==> config.mk <==
export PLATFORM = sky130hd
export DESIGN_NAME = mask_enum
export DESIGN_NICKNAME = d
export VERILOG_FILES = /design/src/rtl/mask_enum_pkg.sv /design/src/rtl/mask_enum_ctrl.sv /design/src/rtl/mask_enum_dp.sv /design/src/rtl/mask_enum.sv
export SDC_FILE = /design/constraint.sdc
export NUM_CORES = 1
export LEC_CHECK = 0
export ABC_AREA = 1
export BUFFER_PORTS_ARGS = -buffer_cell sky130_fd_sc_hd__buf_2
export CAP_MARGIN = 20
export CORE_MARGIN = 1.5
export CORE_UTILIZATION = 61
export CTS_CLUSTER_DIAMETER = 60
export DETAILED_ROUTE_END_ITERATION = 8
export PLACE_DENSITY_LB_ADDON = 0.12
export SETUP_SLACK_MARGIN = 0.05
export SLEW_MARGIN = 20
export SYNTH_ARGS = -nofsm -noshare
export SYNTH_HDL_FRONTEND = slang
export SYNTH_SLANG_ARGS = --single-unit
==> constraint.sdc <==
create_clock -name clk -period 3 [get_ports clk]
set_input_delay 0.6 -clock clk [delete_from_list [all_inputs] [get_ports clk]]
set_output_delay 0.6 -clock clk [all_outputs]
set_load 0.05 [all_outputs]
==> src/rtl/mask_enum_pkg.sv <==
package mask_enum_pkg;
  // Row index width wide enough for the largest supported L (5 rows).
  localparam int ROW_IDX_W = 3;
  localparam int MAX_ROWS  = 5;

  typedef struct packed {
    logic                 capture;  // load the incoming word
    logic                 advance;  // XOR one mask row into the candidate
    logic [ROW_IDX_W-1:0] rowIdx;   // which row to XOR in
  } strobe_t;
endpackage

==> src/rtl/mask_enum_ctrl.sv <==
module mask_enum_ctrl
  import mask_enum_pkg::*;
#(
  parameter int L = 3
) (
  input  logic         clk,
  input  logic         rstN,
  input  logic         inValid,
  output logic         inReady,
  output logic         outValid,
  input  logic         outReady,
  output logic [L-1:0] outLane,
  output logic         outLast,
  output strobe_t      strobe
);
  logic         busy;
  logic [L-1:0] step;
  logic [L-1:0] nextStep;
  logic         accept;
  logic         fire;
  logic         lastStep;

  assign nextStep = step + 1'b1;
  assign accept   = inValid && !busy;
  assign fire     = busy && outReady;
  assign lastStep = &step;

  assign inReady  = !busy;
  assign outValid = busy;
  assign outLane  = step ^ (step >> 1);
  assign outLast  = busy && lastStep;

  // Moving from gray(s) to gray(s+1) flips the bit at the lowest set bit of s+1.
  always_comb begin
    strobe.capture = accept;
    strobe.advance = fire && !lastStep;
    strobe.rowIdx  = '0;
    for (int i = L - 1; i >= 0; i--) begin
      if (nextStep[i]) strobe.rowIdx = ROW_IDX_W'(i);
    end
  end

  always_ff @(posedge clk or negedge rstN) begin
    if (!rstN) begin
      busy <= 1'b0;
      step <= '0;
    end else if (accept) begin
      busy <= 1'b1;
      step <= '0;
    end else if (fire) begin
      if (lastStep) busy <= 1'b0;
      else          step <= nextStep;
    end
  end

  // an acceptance opens a burst at lane 0
  a_r3_first_lane: assert property (@(posedge clk) disable iff (!rstN)
    (inValid && inReady) |=> (outValid && outLane == '0));

  // one row enters per step
  a_r6_single_flip: assert property (@(posedge clk) disable iff (!rstN)
    (outValid && outReady && !outLast) |=> ($countones(outLane ^ $past(outLane)) == 1));

  // the final candidate carries the top lane
  a_r8_last_lane: assert property (@(posedge clk) disable iff (!rstN)
    outLast |-> (outLane == L'(1 << (L - 1))));

  // a burst is never abandoned before its last candidate is taken
  a_r9_burst_holds: assert property (@(posedge clk) disable iff (!rstN)
    (outValid && !(outReady && outLast)) |=> (outValid && !inReady));

  // the final handshake returns the block to idle
  a_r10_idle_after_last: assert property (@(posedge clk) disable iff (!rstN)
    (outValid && outReady && outLast) |=> (inReady && !outValid));
endmodule

==> src/rtl/mask_enum_dp.sv <==
module mask_enum_dp
  import mask_enum_pkg::*;
#(
  parameter int W    = 16,
  parameter int L    = 3,
  parameter int IDXW = 2
) (
  input  logic            clk,
  input  logic            rstN,
  input  strobe_t         strobe,
  input  logic            maskWe,
  input  logic [IDXW-1:0] maskSel,
  input  logic [W-1:0]    maskRow,
  input  logic [W-1:0]    inWord,
  output logic [W-1:0]    outWord
);
  logic [W-1:0] rows [L];
  logic [W-1:0] rowPick;
  logic [W-1:0] curWord;

  for (genvar g = 0; g < L; g++) begin : g_row
    always_ff @(posedge clk or negedge rstN) begin
      if (!rstN)                                  rows[g] <= '0;
      else if (maskWe && maskSel == IDXW'(g))     rows[g] <= maskRow;
    end
  end

  always_comb begin
    rowPick = '0;
    for (int i = 0; i < L; i++) begin
      if (strobe.rowIdx == ROW_IDX_W'(i)) rowPick = rows[i];
    end
  end

  always_ff @(posedge clk or negedge rstN) begin
    if (!rstN)               curWord <= '0;
    else if (strobe.capture) curWord <= inWord;
    else if (strobe.advance) curWord <= curWord ^ rowPick;
  end

  assign outWord = curWord;

  // the first candidate is the captured word untouched
  a_r3_unmodified: assert property (@(posedge clk) disable iff (!rstN)
    strobe.capture |=> (outWord == $past(inWord)));
endmodule

==> src/rtl/mask_enum.sv <==
module mask_enum
  import mask_enum_pkg::*;
#(
  parameter int W = 16,
  parameter int L = 3,
  localparam int IDXW = (L > 1) ? $clog2(L) : 1
) (
  input  logic            clk,
  input  logic            rstN,
  input  logic            maskWe,
  input  logic [IDXW-1:0] maskSel,
  input  logic [W-1:0]    maskRow,
  input  logic            inValid,
  output logic            inReady,
  input  logic [W-1:0]    inWord,
  output logic            outValid,
  input  logic            outReady,
  output logic [W-1:0]    outWord,
  output logic [L-1:0]    outLane,
  output logic            outLast
);
  strobe_t strobe;

  initial begin
    a_param_rows: assert (L >= 1 && L <= MAX_ROWS);
  end

  mask_enum_ctrl #(.L(L)) u_ctrl (
    .clk(clk), .rstN(rstN), .inValid(inValid), .inReady(inReady),
    .outValid(outValid), .outReady(outReady), .outLane(outLane),
    .outLast(outLast), .strobe(strobe)
  );

  mask_enum_dp #(.W(W), .L(L), .IDXW(IDXW)) u_dp (
    .clk(clk), .rstN(rstN), .strobe(strobe), .maskWe(maskWe),
    .maskSel(maskSel), .maskRow(maskRow), .inWord(inWord), .outWord(outWord)
  );

  // backpressure freezes the offered candidate
  a_r7_hold: assert property (@(posedge clk) disable iff (!rstN)
    (outValid && !outReady) |=> ($stable(outWord) && $stable(outLane) && $stable(outLast)));
endmodule

==> impl_metrics.tcl <==
set metrics [dict create \
    clock-sinks 68 \
    critical_path_class "flip-flop to output pin" \
    syn_inst 444 \
    cts_tree "yes" \
    antenna_found_initial 0 \
    syn_nets 486 \
    synth_seq_cells 68 \
    end_kind "output pin" \
    drc 0 \
    worst_path_max_delay_cell "dfrtp_1" \
    reg2reg_to "u_dp.outWord[8]" \
    critPathMostFrequentCell "ha_1" \
    grt_max_degree 69 \
    post-route-min-period_ps 2180 \
    ys_warn_count 0 \
    io_pins 61 \
    seq_area_frac_synth_pct 46.9 \
    overflow 0 \
    hold_class "input port to async pin" \
    layout.cells.non_filler 573 \
    drt-pass1-iter-count 6 \
    worst_pin_slew_ps 945 \
    synth_edf_count 0 \
    crit_required_ps 2400 \
    drive_gt1_share_pct 24.0 \
    die_height_um 80.1 \
    start_util_pct 64.7 \
    rrSetupSlack_ps 920 \
    min_period_over_period_pct 72.6 \
    die_x_um 80.1 \
    clock_path_buffers 2 \
    synth_area_leader_cell "dfrtp_1" \
    synth_top_area_share_pct 46.9 \
    io_buffers 60 \
    p_leak_nw 2.24 \
    h-tree-depth 3 \
    layout.nets 538 \
    design.core.area_um2 5610 \
    clkLatencyLatePin_ps 350 \
    row_count 27 \
    cts_hold_buf 0 \
    cts_root_buf "clkbuf_8" \
    synth.most_common_cell "nand2_1" \
    ys_async_sr_fraction_pct 100 \
    timing.rr.start "u_ctrl.step[0]" \
    vias_per_cell 5.47 \
    synth_area_um2 3630 \
    synth_area_leaders "dfrtp_1, nand2_1, nand3_2" \
    clkTransAtPathRegs_ps 80 \
    critPathArrivalTime_ps 1580 \
    path_max_fanout 6 \
    finClkSkew_ps 4.32 \
    dp_hpwl_um 5480 \
    vdd_drop_max_uv 814 \
    grt_use_total_pct 28.4 \
    cts_made_buffers 9 \
    place.gp.congestion 0.790 \
    reg2reg_depth 8 \
    synth.distinct_cells 24 \
    synthFlopType "dfrtp_1" \
    grt_pass1_wl_um 13800 \
    wire_per_inst_um 14.3 \
    drv_cap 0 \
    setup_tns_ps 0 \
    place_inst 557 \
    p_per_area_nw_per_um2 1020 \
    drt_iter0_drc 252 \
    ctsResizeCount 0 \
    num_vias 3136 \
    rsz0062_at_grt "false" \
    path_cells "ha_1, ha_1, nand2_1, inv_1, buf_2" \
    diodes 0 \
    wirelength_um 8200 \
    grt_pass1_vias 2844 \
    yosys-top-cells-count "nand2_1, dfrtp_1, o21ai_0" \
    area_growth_pct 12.6 \
    hold_violations 0 \
    cts_setup_buffers 0 \
    status "finished clean" \
    finalSetupViolations 0 \
    slew_headroom_pct 36.8 \
    finalMaxSlewViolations 0 \
    cpLargestDelayFamily "flip-flops" \
    ant_nets 0 \
    slowest_delay_ps 450 \
    max_freq_mhz 459 \
    path_buf_inv 2 \
    dieArea_um2 6420 \
    avgSynthCellArea_um2 8.17 \
    start_kind "flip-flop" \
]
worst max-delay path by stage:
stage / from / slack, ps / cells past startpoint / endpoint
final: u_ctrl.step[0] / 820 / 5 / outLast
after global routing: u_ctrl.step[0] / 720 / 5 / outLast
after CTS: u_ctrl.step[0] / 800 / 5 / outLast
after detailed placement: u_ctrl.step[0] / 940 / 8 / u_dp.outWord[8]
after global placement: u_ctrl.step[0] / 1010 / 8 / u_dp.outWord[8]
after floorplan: u_ctrl.step[0] / 1210 / 4 / outLast
where the power goes:
group | switching [mW] | internal (mW)
logic | 1.44 | 0.584
registers | 0.232 | 1.15
clock network | 0.379 | 0.393
total | 2.05 | 2.12
state kept, by name, indices dropped and copies added (netlist names):
signal           flops
u_ctrl.outValid      1
u_ctrl.step          3
u_dp.outWord        16
u_dp.rows           48
cells in the final DEF (no fill, tap or decap), drive strengths merged:
master | synthesis | final
nand2 | 136 | 136
dfrtp | 68 | 68
o21ai | 67 | 67
nand3 | 67 | 67
buf | 12 | 63
inv | 58 | 60
nand4 | 16 | 16
clkbuf | 10 | 10
nor2 | 4 | 4
ha | 3 | 3
clkinv | 0 | 2
xor2 | 1 | 1
o22ai | 1 | 1
a21oi | 1 | 1
clkinvlp | 0 | 1
bufinv | 0 | 1
final cells by class:
cell class,count,area [µm²]
Fill cell,461,1520
Clock buffer,10,128
Timing Repair Buffer,63,323
Multi-Input combinational cell,296,1550
Clock inverter,6,72.6
Sequential cell,68,1700
Tap cell,72,90.1
Inverter,58,218
cell families (layout without fill, tap and decap cells):
family | count (synthesis) | in the layout | synth area share (%)
buffers and inverters | 80 | 137 | 10.3
AOI/OAI and AO/OA | 69 | 69 | 9.55
and+or+nand+nor | 223 | 223 | 32.0
xor gates and xnor gates | 1 | 1 | 0.242
adders and majority gates | 3 | 3 | 1.03
DFF | 68 | 68 | 46.9
per-stage QoR:
step | area [µm²] | setup slack [ps] | hold slack (ps) | utilization (%) | total power, mW
after global placement | 3880 | 1010 | 468 | 69.3 | 3.33
after global routing | 4090 | 723 | 506 | 72.8 | 4.48
after floorplan | 3630 | 1210 | 304 | - | 3.06
final | 4090 | 821 | 437 | 72.8 | 4.17
after CTS | 4090 | 799 | 469 | 72.8 | 4.17
after detailed placement | 3880 | 945 | 474 | 69.3 | 3.39
per-layer routing:
layer | vias up | share of wire (%) | global-route usage [%]
li1 | 1543 | - | -
met1 | 1463 | 50 | 44.8
met2 | 118 | 41 | 38.9
met3 | 12 | 7.8 | 4.77
met4 | 0 | 1.7 | 10.2
met5 | - | 0 | 0
Power figures use the tool's default switching activity.
